$ cat config.mk
export PLATFORM = sky130hd
export DESIGN_NAME = rail_seq_ctrl
export DESIGN_NICKNAME = d
export VERILOG_FILES = /design/src/rtl/rseq_pkg.sv /design/src/rtl/rseq_timer.sv /design/src/rtl/rseq_fault_eval.sv /design/src/rtl/rseq_softstart.sv /design/src/rtl/rseq_out_decode.sv /design/src/rtl/rail_seq_ctrl.sv
export SDC_FILE = /design/constraint.sdc
export NUM_CORES = 1
export LEC_CHECK = 0
export BUFFER_PORTS_ARGS = -buffer_cell sky130_fd_sc_hd__buf_4
export CAP_MARGIN = 20
export CORE_UTILIZATION = 55
export CTS_CLUSTER_SIZE = 20
export DETAILED_ROUTE_END_ITERATION = 8
export PLACE_DENSITY_LB_ADDON = 0.05
export RECOVER_POWER = 50
export SYNTH_ARGS = -nofsm -noshare
export SYNTH_HDL_FRONTEND = slang
export SYNTH_SLANG_ARGS = --single-unit
$ cat constraint.sdc
create_clock -name clk_i -period 1.96 [get_ports clk_i]
set_input_delay 0.392 -clock clk_i [delete_from_list [all_inputs] [get_ports clk_i]]
set_output_delay 0.392 -clock clk_i [all_outputs]
set_load 0.01 [all_outputs]
$ cat src/rtl/rseq_pkg.sv
package rseq_pkg;

  typedef enum logic [2:0] {
    ST_IDLE  = 3'd0,
    ST_SEQ   = 3'd1,
    ST_RUN   = 3'd2,
    ST_TMO   = 3'd3,
    ST_LATCH = 3'd4
  } seq_st_e;

  localparam int unsigned PH_W     = 3;
  localparam int unsigned NUM_PH   = 6;
  localparam int unsigned NUM_RAIL = 4;   // 0 boost, 1 logic, 2 negative, 3 positive

  localparam logic [PH_W-1:0] PH_IDLE  = 3'd0;
  localparam logic [PH_W-1:0] PH_FIRST = 3'd1;
  localparam logic [PH_W-1:0] PH_LAST  = 3'(NUM_PH);
  localparam logic [PH_W-1:0] PH_RUN   = 3'd7;

  // phase in which each rail is switched on; its undervoltage flag is armed
  // from the last cycle of that phase
  function automatic logic [PH_W-1:0] rail_on_phase(input int unsigned idx);
    case (idx)
      0:       return 3'd3;
      1:       return 3'd3;
      2:       return 3'd4;
      default: return 3'd6;
    endcase
  endfunction

endpackage

$ cat src/rtl/rseq_timer.sv
module rseq_timer #(
  parameter int unsigned CNT_W = 8
) (
  input  logic             clk_i,
  input  logic             rst_ni,
  input  logic             clr_i,
  input  logic             inc_i,
  output logic [CNT_W-1:0] cnt_o
);

  logic [CNT_W-1:0] cnt_q, cnt_d;
  logic             cnt_en;

  always_comb begin
    cnt_en = clr_i | inc_i;
    if (clr_i) cnt_d = '0;
    else       cnt_d = cnt_q + CNT_W'(1);
  end

  always_ff @(posedge clk_i or negedge rst_ni) begin
    if (!rst_ni)     cnt_q <= '0;
    else if (cnt_en) cnt_q <= cnt_d;
  end

  assign cnt_o = cnt_q;

endmodule

$ cat src/rtl/rseq_fault_eval.sv
module rseq_fault_eval
  import rseq_pkg::*;
(
  input  logic                in_seq_i,
  input  logic                in_run_i,
  input  logic [PH_W-1:0]     phase_i,
  input  logic                phase_end_i,
  input  logic                over_temp_i,
  input  logic                ref_good_i,
  input  logic [NUM_RAIL-1:0] uv_i,
  input  logic                prot_gate_low_i,
  input  logic                dly_gate_low_i,
  output logic                fault_o
);

  logic [NUM_RAIL-1:0] uv_hit;
  logic                ref_bad, gate_bad, any_uv;

  for (genvar g = 0; g < NUM_RAIL; g++) begin : g_rail
    localparam logic [PH_W-1:0] ON_PH = rail_on_phase(g);
    logic armed;
    assign armed     = in_run_i |
                       (in_seq_i & ((phase_i > ON_PH) | ((phase_i == ON_PH) & phase_end_i)));
    assign uv_hit[g] = armed & uv_i[g];
  end

  always_comb begin
    any_uv   = |uv_hit;
    ref_bad  = in_seq_i & (phase_i == 3'd2) & phase_end_i & ~ref_good_i;
    gate_bad = (in_run_i | (in_seq_i & (phase_i == PH_LAST) & phase_end_i)) &
               (~prot_gate_low_i | ~dly_gate_low_i);
    fault_o  = (in_seq_i | in_run_i) & (over_temp_i | ref_bad | any_uv | gate_bad);
  end

endmodule

$ cat src/rtl/rseq_softstart.sv
module rseq_softstart #(
  parameter int unsigned SS_CYC = 4
) (
  input  logic clk_i,
  input  logic rst_ni,
  input  logic load_i,
  input  logic clear_i,
  output logic active_o
);

  localparam int unsigned SS_W = $clog2(SS_CYC + 1);

  logic [SS_W-1:0] left_q, left_d;
  logic            left_en;

  always_comb begin
    left_en = clear_i | load_i | (left_q != '0);
    if (clear_i)     left_d = '0;
    else if (load_i) left_d = SS_W'(SS_CYC);
    else             left_d = left_q - SS_W'(1);
  end

  always_ff @(posedge clk_i or negedge rst_ni) begin
    if (!rst_ni)      left_q <= '0;
    else if (left_en) left_q <= left_d;
  end

  assign active_o = (left_q != '0);

endmodule

$ cat src/rtl/rseq_out_decode.sv
module rseq_out_decode
  import rseq_pkg::*;
(
  input  seq_st_e         st_i,
  input  logic [PH_W-1:0] phase_i,
  output logic            ref_on_o,
  output logic            prot_drv_n_o,
  output logic            boost_on_o,
  output logic            logic_on_o,
  output logic            neg_on_o,
  output logic            dly_on_o,
  output logic            pos_on_o
);

  logic live;

  always_comb begin
    live         = (st_i == ST_SEQ) | (st_i == ST_RUN) | (st_i == ST_TMO);
    ref_on_o     = live & (phase_i >= 3'd2);
    boost_on_o   = live & (phase_i >= 3'd3);
    logic_on_o   = live & (phase_i >= 3'd3);
    prot_drv_n_o = ~(live & (phase_i >= 3'd3));
    neg_on_o     = live & (phase_i >= 3'd4);
    dly_on_o     = live & (phase_i >= 3'd5);
    pos_on_o     = live & (phase_i >= 3'd6);
  end

endmodule

$ cat src/rtl/rail_seq_ctrl.sv
module rail_seq_ctrl
  import rseq_pkg::*;
#(
  parameter int unsigned PHASE_CYC   = 100000,
  parameter int unsigned FAULT_CYC   = 500000,
  parameter int unsigned SS_CYC      = 20000,
  parameter bit          LOGIC_EARLY = 1'b0
) (
  input  logic            clk_i,
  input  logic            rst_ni,
  input  logic            en_i,
  input  logic            supply_ok_i,
  input  logic            ref_good_i,
  input  logic            over_temp_i,
  input  logic            uv_boost_i,
  input  logic            uv_logic_i,
  input  logic            uv_neg_i,
  input  logic            uv_pos_i,
  input  logic            prot_gate_low_i,
  input  logic            dly_gate_low_i,
  output logic            ref_en_o,
  output logic            prot_drv_n_o,
  output logic            boost_en_o,
  output logic            ss_active_o,
  output logic            logic_en_o,
  output logic            neg_en_o,
  output logic            dly_sw_o,
  output logic            pos_en_o,
  output logic [PH_W-1:0] phase_o,
  output logic            fault_latched_o
);

  localparam int unsigned CNT_MAX = (PHASE_CYC > FAULT_CYC) ? PHASE_CYC : FAULT_CYC;
  localparam int unsigned CNT_W   = $clog2(CNT_MAX + 1);
  localparam logic [CNT_W-1:0] PH_TC  = CNT_W'(PHASE_CYC - 1);
  localparam logic [CNT_W-1:0] TMO_TC = CNT_W'(FAULT_CYC - 1);

  // reset synchroniser: asserted at once, released on the second edge
  logic [1:0] rst_pipe_q;
  logic       rst_n_int;

  always_ff @(posedge clk_i or negedge rst_ni) begin
    if (!rst_ni) rst_pipe_q <= 2'b00;
    else         rst_pipe_q <= {rst_pipe_q[0], 1'b1};
  end
  assign rst_n_int = rst_pipe_q[1];

  seq_st_e          st_q, st_d;
  logic [PH_W-1:0]  ph_q, ph_d;
  logic [CNT_W-1:0] cnt;
  logic             cnt_clr, cnt_inc;
  logic             abort, phase_end, tmo_end, fault;
  logic             ss_load, ss_clear;

  rseq_timer #(.CNT_W(CNT_W)) u_timer (
    .clk_i  (clk_i),
    .rst_ni (rst_n_int),
    .clr_i  (cnt_clr),
    .inc_i  (cnt_inc),
    .cnt_o  (cnt)
  );

  assign phase_end = (cnt == PH_TC);
  assign tmo_end   = (cnt == TMO_TC);

  rseq_fault_eval u_fault (
    .in_seq_i        (st_q == ST_SEQ),
    .in_run_i        (st_q == ST_RUN),
    .phase_i         (ph_q),
    .phase_end_i     (phase_end),
    .over_temp_i     (over_temp_i),
    .ref_good_i      (ref_good_i),
    .uv_i            ({uv_pos_i, uv_neg_i, uv_logic_i, uv_boost_i}),
    .prot_gate_low_i (prot_gate_low_i),
    .dly_gate_low_i  (dly_gate_low_i),
    .fault_o         (fault)
  );

  // next-state logic
  always_comb begin
    st_d    = st_q;
    ph_d    = ph_q;
    cnt_clr = 1'b0;
    cnt_inc = 1'b0;
    ss_load = 1'b0;
    abort   = ~en_i | ~supply_ok_i;
    unique case (st_q)
      ST_IDLE: begin
        cnt_clr = 1'b1;
        if (!abort) begin
          st_d = ST_SEQ;
          ph_d = PH_FIRST;
        end
      end
      ST_SEQ: begin
        if (abort) begin
          st_d    = ST_IDLE;
          ph_d    = PH_IDLE;
          cnt_clr = 1'b1;
        end else if (fault) begin
          st_d    = ST_TMO;
          cnt_clr = 1'b1;
        end else if (phase_end) begin
          cnt_clr = 1'b1;
          if (ph_q == PH_LAST) begin
            st_d = ST_RUN;
            ph_d = PH_RUN;
          end else begin
            ph_d    = ph_q + 3'd1;
            ss_load = (ph_q == 3'd2);
          end
        end else begin
          cnt_inc = 1'b1;
        end
      end
      ST_RUN: begin
        cnt_clr = 1'b1;
        if (abort) begin
          st_d = ST_IDLE;
          ph_d = PH_IDLE;
        end else if (fault) begin
          st_d = ST_TMO;
        end
      end
      ST_TMO: begin
        if (abort) begin
          st_d    = ST_IDLE;
          ph_d    = PH_IDLE;
          cnt_clr = 1'b1;
        end else if (tmo_end) begin
          st_d    = ST_LATCH;
          ph_d    = PH_IDLE;
          cnt_clr = 1'b1;
        end else begin
          cnt_inc = 1'b1;
        end
      end
      ST_LATCH: begin
        cnt_clr = 1'b1;
        if (abort) st_d = ST_IDLE;
      end
      default: begin
        st_d    = ST_IDLE;
        ph_d    = PH_IDLE;
        cnt_clr = 1'b1;
      end
    endcase
    ss_clear = (st_d == ST_IDLE) | (st_d == ST_LATCH);
  end

  // state registers
  always_ff @(posedge clk_i or negedge rst_n_int) begin
    if (!rst_n_int) begin
      st_q <= ST_IDLE;
      ph_q <= PH_IDLE;
    end else begin
      st_q <= st_d;
      ph_q <= ph_d;
    end
  end

  rseq_softstart #(.SS_CYC(SS_CYC)) u_ss (
    .clk_i    (clk_i),
    .rst_ni   (rst_n_int),
    .load_i   (ss_load),
    .clear_i  (ss_clear),
    .active_o (ss_active_o)
  );

  logic ref_seq, logic_seq;

  rseq_out_decode u_dec (
    .st_i         (st_q),
    .phase_i      (ph_q),
    .ref_on_o     (ref_seq),
    .prot_drv_n_o (prot_drv_n_o),
    .boost_on_o   (boost_en_o),
    .logic_on_o   (logic_seq),
    .neg_on_o     (neg_en_o),
    .dly_on_o     (dly_sw_o),
    .pos_on_o     (pos_en_o)
  );

  if (LOGIC_EARLY) begin : g_early
    assign ref_en_o   = supply_ok_i;
    assign logic_en_o = supply_ok_i & (st_q != ST_LATCH);
    logic unused_seq;
    assign unused_seq = ref_seq ^ logic_seq;
  end else begin : g_seq
    assign ref_en_o   = ref_seq;
    assign logic_en_o = logic_seq;
  end

  assign phase_o         = ph_q;
  assign fault_latched_o = (st_q == ST_LATCH);

endmodule

# --- Word level (Yosys, flattened, before mapping) ---
# Cells that the tools add are included.
word_totals:
  regBits: 42
  in_bits: 12
  out_inout_bits: 12
  wordCells: 124
classes:
  add_sub_neg: 3
  n_lt_le_gt_ge: 8
  eq_ne: 16
  n_mux: 40
  n_bitwise: 47
  reduce_logical: 5
op_table:
  columns: ["op", "count"]
  rows:
  - ["$mux W3", 18]
  - ["$mux W15", 2]
  - ["$pmux W3 S5", 2]
  - ["$and A1 B1 Y1", 22]
  - ["$add A19 B1 Y19 const B", 1]
  - ["$eq A19 B17 Y1 const B", 1]
  - ["$eq A19 B19 Y1 const B", 1]
  - ["$mux W19", 1]
  - ["$or A1 B1 Y1", 18]
  - ["$mux W1", 15]
  - ["$reduce_bool A15 Y1", 1]
  - ["$sub A15 B1 Y15 const B", 1]
  - ["$eq A3 B2 Y1 const B", 4]
  - ["$eq A3 B3 Y1 const B", 4]
  - ["$ge A3 B3 Y1 const B", 3]
  - ["$ne A3 B3 Y1 const B", 3]
  - ["$not A1 Y1", 7]
  - ["$ge A3 B2 Y1 const B", 2]
  - ["$gt A3 B3 Y1 const B", 2]
  - ["$logic_not A3 Y1", 2]
  - ["$reduce_and A6 Y1", 1]
  - ["$ne A2 B2 Y1 const B", 2]
  - ["$pmux W1 S2", 2]
  - ["$reduce_or A4 Y1", 1]
  - ["other kinds (3)", 3]

# --- Longest topological paths before layout ---
# Gate-level depths: netlist of the first run.
depth:
  ltp_word: 17
  depth_mapped: 10
  depth_no_buf: 10

# --- Cells and area by module ---
# Synthesis of the first run repeated with hierarchy kept, for this count alone.
hier_totals:
  hier_cells: 277
  area_unflattened_um2: 2617.5
modules_own_cells:
  columns: ["mod", "n_inst", "cells_each", "area_per_inst_um2", "seq_area_each_um2"]
  rows:
  - ["rseq_timer", 1, 95, 947.2, 475.5]
  - ["rseq_softstart", 1, 87, 858.3, 375.4]
  - ["rail_seq_ctrl", 1, 66, 633.1, 200.2]
  - ["rseq_fault_eval", 1, 16, 106.4, 0.0]
  - ["rseq_out_decode", 1, 13, 72.6, 0.0]

# --- Worst setup path before layout of the first run ---
# No wires, ideal clock.
synth_timing:
  path_kind: "register to register"
  start: "register ph_q[0] (netlist: phase_o[0])"
  end: "register u_ss.left_q[0]"
  setup_ns: 0.128
  t_arrival_ns: 2.202
  t_required_ns: 1.832
  path_slack_ns: -0.370
  stages_incl_launch_ff: 11
  n_path_buf: 0
  period_less_slack_ns: 2.330
  cell_sequence: "dfrtp_1 > inv_1 > ha_1 > and2b_2 > o21ai_0 > o31ai_1 > a22o_2 > o41ai_1 > nand2_2 > o21ai_4 > nor2_1"
synth_via:
  elab_chain_cells: 17
  elab_cells_between_ends: 54
  cone_classes: "order compare: 3; eq/ne: 5; mux: 14; bitwise: 30; reduce/logical: 2"
synth_lines:
  columns: ["item", "line_no", "rtl"]
  rows:
  - ["from (decl)", "rail_seq_ctrl.sv:49", "logic [PH_W-1:0] ph_q, ph_d;"]
  - ["from (signal assigned)", "rail_seq_ctrl.sv:158", "ph_q <= ph_d;"]
  - ["branches (longest 12 deep; another with $gt A3 B2 Y1)", null, null]
  - ["$pmux W3 S5 *", "rail_seq_ctrl.sv:87", "unique case (st_q)"]
  - ["via st_d[0]", "rail_seq_ctrl.sv:48", "seq_st_e st_q, st_d;"]
  - ["$eq A3 B3 Y1 or $logic_not A3 Y1 (tied branches)", "rail_seq_ctrl.sv:148", "ss_clear = (st_d == ST_IDLE) | (st_d == ST_LATCH);"]
  - ["$or A1 B1 Y1 *", "rail_seq_ctrl.sv:148", null]
  - ["$or A1 B1 Y1 (2 in a row)", "rseq_softstart.sv:17", "left_en = clear_i | load_i | (left_q != '0);"]
  - ["to (signal assigned)", "rseq_softstart.sv:25", "else if (left_en) left_q <= left_d;"]
  - ["to (decl)", "rseq_softstart.sv:13", "logic [SS_W-1:0] left_q, left_d;"]
# Mark *: on every way through the listed nets, which the timed path passes.
# A chain may end at the register's enable or synchronous reset.

# --- Worst setup path in the final report of the first run ---
layout_timing:
  start: "register u_timer.cnt_q[18] (netlist: u_timer.cnt_o[18])"
  end: "register u_timer.cnt_q[10] (netlist: u_timer.cnt_o[10])"
layout_via:
  elab_chain_cells: 14
  elab_cells_between_ends: 42
  cone_classes: "eq/ne: 2; mux: 13; bitwise: 26; reduce/logical: 1"
layout_lines:
  columns: ["item", "line_no", "rtl"]
  rows:
  - ["from (decl)", "rseq_timer.sv:11", "logic [CNT_W-1:0] cnt_q, cnt_d;"]
  - ["from (signal assigned)", "rseq_timer.sv:22", "else if (cnt_en) cnt_q <= cnt_d;"]
  - ["$eq A19 B17 Y1", "rail_seq_ctrl.sv:63", "assign phase_end = (cnt == PH_TC);"]
  - ["$and A1 B1 Y1", "rseq_fault_eval.sv:23", "(in_seq_i & ((phase_i > ON_PH) | ((phase_i == ON_PH) & phase_end_i)));"]
  - ["$or A1 B1 Y1", "rseq_fault_eval.sv:23", null]
  - ["$and A1 B1 Y1", "rseq_fault_eval.sv:23", null]
  - ["$or A1 B1 Y1", "rseq_fault_eval.sv:22", "assign armed = in_run_i |"]
  - ["$and A1 B1 Y1", "rseq_fault_eval.sv:24", "assign uv_hit[g] = armed & uv_i[g];"]
  - ["$reduce_or A4 Y1", "rseq_fault_eval.sv:28", "any_uv = |uv_hit;"]
  - ["$or A1 B1 Y1 (2 in a row)", "rseq_fault_eval.sv:32", "fault_o = (in_seq_i | in_run_i) & (over_temp_i | ref_bad | any_uv | gate_bad);"]
  - ["$and A1 B1 Y1", "rseq_fault_eval.sv:32", null]
  - ["$mux W1", "rail_seq_ctrl.sv:100", "end else if (fault) begin"]
  - ["$mux W1", "rail_seq_ctrl.sv:96", "if (abort) begin"]
  - ["$pmux W1 S2", "rail_seq_ctrl.sv:87", null]
  - ["$mux W19 or $or A1 B1 Y1 (tied branches)", "rseq_timer.sv:16, rseq_timer.sv:15", null]
# Several ways; a longest one is shown, not always the timed one.

==> results.md, run 1 <==
- CP startpoint kind: register
- Pins Over Slew Limit: 0
- TritonCTS clock tree: yes
- Multi-input combinational cell area: between 0.0015 and 0.002 mm²
- CP Data Arrival Time: between 2 and 3 ns
- Gate power share: between 10% and 20%
- P_int: 1.347 mW
- Antenna viol nets, final: 0
- Yosys reg bits: 42
- YS warnings: 0
- ANT cells: 0
- LEAKAGE: ~1.5 nW
- GRT Overall Usage: between 20% and 30%
- Status: finished, violations left
- Net Sw Frac: approximately 24%
- CTS Buffer Depth: 2
- Crit Path Category: register to register
- Core area: between 0.004 and 0.005 mm²
- Critical path required time: 2.16 ns
- R2R Setup Slk: -0.41 ns
- Chip width: 68.93 µm
- PortBufs: 23
- DRT Wirelength: around 7.5 mm
- Final WS setup: -0.4124 ns
- Hold WS: ~0.36 ns
- Root Driver: clkbuf_8
- Routed len/inst: 18.57 µm
- Ys async rst share: 100.0%
- Worst hold start: rst_pipe_q[0]
- Sink Count: 42
- FF-to-FF path depth: 9
- Overall die height: 68.93 µm
- FMAX: approximately 420 MHz
- Maximum net fanout on the critical path: 5
- Slew headroom: between 15 and 20%
- Post-route DRC violation count: 0
- Yosys cell types: between 50 and 60
- Final TNS setup: -13.76 ns
- Sequential cell area: between 0.001 and 0.0015 mm²
- Period utilization: 121.0%
- First-pass GRT wire length: between 9 and 10 mm
- Net Switching: roughly 0.43 mW
- Final min period: between 2 and 2.5 ns
- Total CTS buffers: 5
- DP HPWL: 4.454 mm
- Synth Cell Area: approximately 0.0025 mm²
- Routability cong.: roughly 0.91
- Pwr/cell area: 496.7 mW/mm²
- Final Util: roughly 86%
- # rows: 23
- Final setup violation count: 41
- RSZ-0062 raised after global routing: true
- VDD IR max: ~0.55 mV
- Failing checks: setup timing
- Hold path endpoint: rst_pipe_q[1]
- Via count: approximately 2,400
- Mapped Cells: 270
- Worst Hold Depth: 0
- Post-synth EDFFs: 0
- Ports: 24
- Reg2Reg Launch Point: u_timer.cnt_o[18]
- Worst slew pin tran: approximately 1.2 ns
- Worst setup EP type: register
- Sequential fraction of the synthesis area: a little over two fifths
- Final #Nets: around 370
- Largest net degree at the start of global routing: 23
- Clock Pin Slew Worst Setup and Hold Paths: around 0.08 ns
- DRT iter0 DRCs: 150
- Top-area cell type share of the netlist area: 42.66%
- Share of layout cells above drive strength 1: 40.40%
- DRT Pass-1 Iters: 4
- Commonest non-fill, non-tap cell in the layout: buf_4
- Flop pwr share: between 40% and 50%
- H-tree depth: 2
- Critical R2R Capture: u_timer.cnt_o[10]
- Vias in the first global route: about 2,200
- Fin. Hold Viols: 0
- Clock group share of total power: 39.1%
- Via density: about 5.9
- Hold WC Path Type: register to register
- Initial Utilization: about 59%
- Area grow syn2layout: 45.40%
- Post-synthesis net count: approximately 290
- Synth area leader: dfrtp_1
- Filler instances: approximately 210
- Ys flop type: dfrtp_1
- Initial antenna violation count: 0
- Worst Skew: 0.006663 ns
- Die area: approximately 0.0048 mm²
- Most frequent cells in the layout: 69 x buf_4, 40 x dfrtp_1, 34 x nor2_1
- Mean area per synthesized cell: a little over 9 µm²
- GRT overflow: 0
- Number of max-cap violations: 0
- Clk_lat worst skew: 0.31 ns
- Area contributors post-synth: dfrtp_1 43%, nor2_1 7.5%, xor2_1 6.4%
[layer usage]
metal / global-route usage, % / wire (µm) / vias up
met5: 0 / 0 / -
met1: 35.35 / 3074 / 1170
met3: 6.086 / 367 / 26
met2: 51.33 / 3759 / 76
met4: 11.48 / 301 / 0
li1: - / - / 1112
[how the worst max path moves through the flow]
| stage | end | startpoint | slack (ns) |
|---|---|---|---|
| floorplan | u_ss.left_q[12] | phase_o[0] | -0.25 |
| global placement | u_ss.left_q[6] | phase_o[0] | -0.29 |
| detailed placement | u_ss.left_q[3] | phase_o[0] | -0.39 |
| CTS | u_ss.left_q[1] | phase_o[0] | -0.33 |
| global route | u_timer.cnt_o[9] | u_timer.cnt_o[18] | -0.56 |
| finish | u_timer.cnt_o[10] | u_timer.cnt_o[18] | -0.41 |
[metrics by stage]
stage	setup slack (ns)	power (mW)	instances	area, µm²
global route	-0.5602	1.823	404	3582
CTS	-0.3336	1.748	401	3378
finish	-0.4124	1.779	404	3582
detailed placement	-0.3895	1.057	387	3097
floorplan	-0.2537	0.9769	270	2524
global placement	-0.2949	1.052	387	3097
[logic make-up (layout without fill, tap and decap cells)]
logic type / Yosys count / after routing / synth area share, %
flops: 42 / 42 / 42.66
xor+xnor: 28 / 28 / 9.954
other cells: 1 / 1 / 0.1522
simple gates: 134 / 134 / 28.03
fa+ha+maj: 6 / 6 / 3.047
compound gates: 44 / 44 / 12.75
buf+inv: 15 / 99 / 3.402
[power groups by stage]
stage	Clock [mW]	Combinational [mW]	Sequential (mW)
final	0.695	0.202	0.882
after detailed placement	0	0.158	0.899
after CTS	0.684	0.183	0.881
after global routing	0.725	0.216	0.882
after floorplan	0	0.0636	0.913
after global placement	0	0.154	0.897
[what timing repair did]
item / in CTS / in global routing
pin swaps: 9 / 19
gates cloned: 1 / 2
setup endpoints to repair: 42 / 42
hold buffers: 1 / 0
setup buffers: 4 / 1
endpoints found under the hold margin: 2 / 0
resized for setup: 21 / 43
[state kept, by name (all words and copies together) (netlist names)]
name           flops
phase_o            3
rst_pipe_q         2
st_q               3
u_ss.left_q       15
u_timer.cnt_o     19
[worst max-delay path, cell delays in order (launching register included)]
cell	delay [ns]
dfrtp_1	0.44
nor4bb_4	0.32
nand4_1	0.25
o31ai_2	0.27
a22o_4	0.22
a211oi_4	0.07
buf_6	0.13
a21oi_4	0.28
clkbuf_16	0.23
nor2_1	0.05
[synth_stat cells (2+ instances only)]
cell,n
a211oi_1,2
a211oi_2,2
a21o_1,3
a21oi_1,13
a31oi_1,4
and2_1,2
and3_1,5
and4_1,2
buf_6,3
dfrtp_1,42
ha_1,6
inv_1,9
nand2_1,24
nand2_2,2
nand2b_1,3
nand3_1,13
nand3b_1,2
nand4_1,5
nor2_1,49
nor2b_1,4
nor3_1,8
nor3b_1,3
nor4_1,2
o21a_1,2
o21ai_0,4
o31ai_1,3
or3_1,2
xnor2_1,10
xor2_1,18
[layout make-up]
type	instances	share of cell area (%)
clock buffer	6	2.026
clock inverter	2	1.048
sequential	42	29.41
timing repair buffer	82	19.14
multi-input combinational	213	45.69
tap	50	1.746
inverter	9	0.9431
(Power assumes the default switching activity.)
==> inputs of run 2 (changes only) <==
--- a/config.mk
+++ b/config.mk
@@ -12,6 +12,7 @@
 export DETAILED_ROUTE_END_ITERATION = 8
 export PLACE_DENSITY_LB_ADDON = 0.05
 export RECOVER_POWER = 50
+export SKIP_LAST_GASP = 1
 export SYNTH_ARGS = -nofsm -noshare
 export SYNTH_HDL_FRONTEND = slang
 export SYNTH_SLANG_ARGS = --single-unit
==> constraint.sdc (replaced) <==
create_clock -name clk_i -period 1.96 [get_ports clk_i]
set_input_delay 0.196 -clock clk_i [delete_from_list [all_inputs] [get_ports clk_i]]
set_output_delay 0.196 -clock clk_i [all_outputs]
set_load 0.01 [all_outputs]
==> results.md, run 2 (synthesized netlist as in run 1, its figures left out) <==
- Status: finished, violations left
- Failing checks: setup timing
- Clk_lat worst skew: 0.30 ns (about the same)
- Final TNS setup: -8.547 ns (+5.216 ns)
- FMAX: 436.8 MHz (+3.6%)
- Multi-input combinational cell area: 0.001440 mm² (-12%)
- CP startpoint kind: register
- TritonCTS clock tree: yes
- Worst Skew: 0.008008 ns (+0.001346 ns)
- Max reg flops: 19 (unchanged)
- Slew headroom: 34.74% (+17 points)
- # rows: 23 (unchanged)
- Placed instance area: 0.003089 mm² (-0.24%)
- GRT overflow: 0 (unchanged)
- Worst setup path start: phase_o[0]
- Most frequent cells in the layout: 71 x buf_4, 49 x nor2_1, 40 x dfrtp_1
- Share of layout cells above drive strength 1: 33.62% (-6.8 points)
- FF-to-FF path depth: 10 (+1)
- Critical path required time: 2.15 ns (about the same)
- ANT cells: 0 (unchanged)
- Worst setup EP type: register
- DRT Wirelength: 5.636 mm (-25%)
- Routed len/inst: 14.16 µm (-24%)
- Via density: 5.460 (-7.5%)
- Final #Nets: 365 (-1.6%)
- Vias in the first global route: 2,012 (-7.8%)
- RSZ-0062 raised after global routing: true
- Core area: 0.004144 mm² (unchanged)
- Total CTS buffers: 5 (unchanged)
- First-pass GRT wire length: 8.935 mm (-11%)
- PortBufs: 23 (unchanged)
- VDD IR max: 0.4623 mV (-17%)
- Final setup violation count: 37 (-9.8%)
- Worst Setup EP: phase_o[0]
- Largest net degree at the start of global routing: 41 (+78%)
- Reg2Reg Launch Point: phase_o[0]
- Post-route DRC violation count: 0 (unchanged)
- LEAKAGE: 1.483 nW (-3.9%)
- Number of cells after detailed placement: 386 (-0.26%)
- Ports: 24 (unchanged)
- Root Driver: clkbuf_8
- Clock Pin Slew Worst Setup and Hold Paths: 0.09 ns (about the same)
- Final Non-Filler Cells: 398 (-1.5%)
- Via count: 2,173 (-8.9%)
- Maximum net fanout on the critical path: 4 (-1)
- Overall die height: 68.93 µm (unchanged)
- R2R Setup Slk: -0.33 ns (+0.08 ns)
- DRT iter0 DRCs: 135 (-10%)
- Post-route cell area: 0.003269 mm² (-8.7%)
- Routability cong.: 0.9132 (+0.91%)
- Commonest non-fill, non-tap cell in the layout: buf_4
- Cell Chain, Critical Path: inv_2 > ha_4 > and2b_2 > o21ai_2 > o31ai_1 > a22o_2 > o31ai_2 > and2_4 > o311ai_0 > o21a_1
- Filler instances: 284 (+33%)
- Period utilization: 116.8% (-4.2 points)
- Area grow syn2layout: 32.71%
- Pins Over Slew Limit: 0 (unchanged)
- Critical R2R Capture: phase_o[0]
- CP max stage delay: 0.44 ns (about the same)
- Hold WC Path Type: input port to register
- Worst slew pin tran: 0.9788 ns (-0.2506 ns)
- Final WS setup: -0.3292 ns (+0.08328 ns)
- Chip width: 68.93 µm (unchanged)
- DRT Pass-1 Iters: 4 (unchanged)
- Final min period: 2.289 ns (-0.08328 ns)
- Initial Utilization: 59.45% (unchanged)
- Pwr/cell area: 492.9 mW/mm² (-0.76%)
- Sink Count: 42 (unchanged)
- CP Data Arrival Time: 2.47 ns (-0.10 ns)
- Fin. Hold Viols: 0 (unchanged)
- GRT Overall Usage: 25.71% (-3.8 points)
- H-tree depth: 2 (unchanged)
- Initial antenna violation count: 0 (unchanged)
- Die area: 0.004751 mm² (unchanged)
- Number of max-cap violations: 0 (unchanged)
- Sequential cell area: 0.001054 mm² (unchanged)
- CTS Buffer Depth: 2 (unchanged)
- Slowest cell on crit path: dfrtp_2
- DP HPWL: 4.058 mm (-8.9%)
- Crit Path Category: register to register
- Antenna viol nets, final: 0 (unchanged)
## run 2: cell count changes in the layout (fill, tap and decap cells not counted), moves of 3 or more
cell	before	now
nor2_4	11	0
nor3b_2	3	0
nor2_2	4	0
nor2_1	34	49
nor3b_1	0	3
clkbuf_1	4	1
buf_6	5	0
## run 2: metal layers
layer | track usage (%) | up-vias | wire [µm]
met5 | 0 | - | 0
met3 | 4.441 | 7 | 184
met2 | 43.45 | 47 | 2732
li1 | - | 1090 | -
met1 | 33.75 | 1029 | 2660
met4 | 6.888 | 0 | 59
## run 2: worst min-delay path by stage
stage | startpoint | to | slack [ns] | cells past startpoint
final | en_i | st_q[2] | 0.19 | 3
after detailed placement | rst_ni | rst_pipe_q[0] | -0.02 | 1
after floorplan | rst_ni | rst_pipe_q[0] | -0.1 | 0
after global placement | rst_ni | rst_pipe_q[1] | -0.02 | 1
after CTS | en_i | st_q[2] | 0.18 | 3
after global routing | en_i | st_q[2] | 0.21 | 3
## run 2: area by class of cell
cell class	instances	area share, %
multi-input combinational	213	44.05
sequential	42	32.22
timing repair buffer	76	18.10
clock buffer	5	2.105
tap	50	1.914
inverter	9	1.033
clock inverter	3	0.5741
## run 2: power breakdown
part           switching [mW]  internal, mW  total, mW
Combinational          0.0877        0.0732      0.161
Clock                   0.318         0.251      0.570
Sequential            0.00681         0.874      0.881
## run 2: per-stage QoR
step           util [%]  hold WS [ns]  total power [mW]  setup slack (ns)
2_1_floorplan         -      -0.09959            0.9769           -0.2537
3_3_place_gp      74.55      -0.02164             1.045           -0.2960
3_5_place_dp      74.55      -0.02042             1.048           -0.3572
4_1_cts           77.90        0.1846             1.622           -0.2895
5_1_grt           78.89        0.2134             1.662           -0.4060
6_report          78.89        0.1885             1.612           -0.3292
## run 2: worst max-delay path, delay by kind of cell, from the launching register on
family | cells | cell delay [ns]
compound gates | 6 | 1.14
fa+ha+maj | 1 | 0.12
buf+inv | 1 | 0.08
flops | 1 | 0.44
simple gates | 2 | 0.40
## run 2: timing repair
item                       CTS  global route
resized for setup            4             8
hold buffers                 1             0
pin swaps                    2             1
setup endpoints to repair   38            43
gates cloned                 0             0
buffers inserted             2             1
hold endpoints to repair     2             0
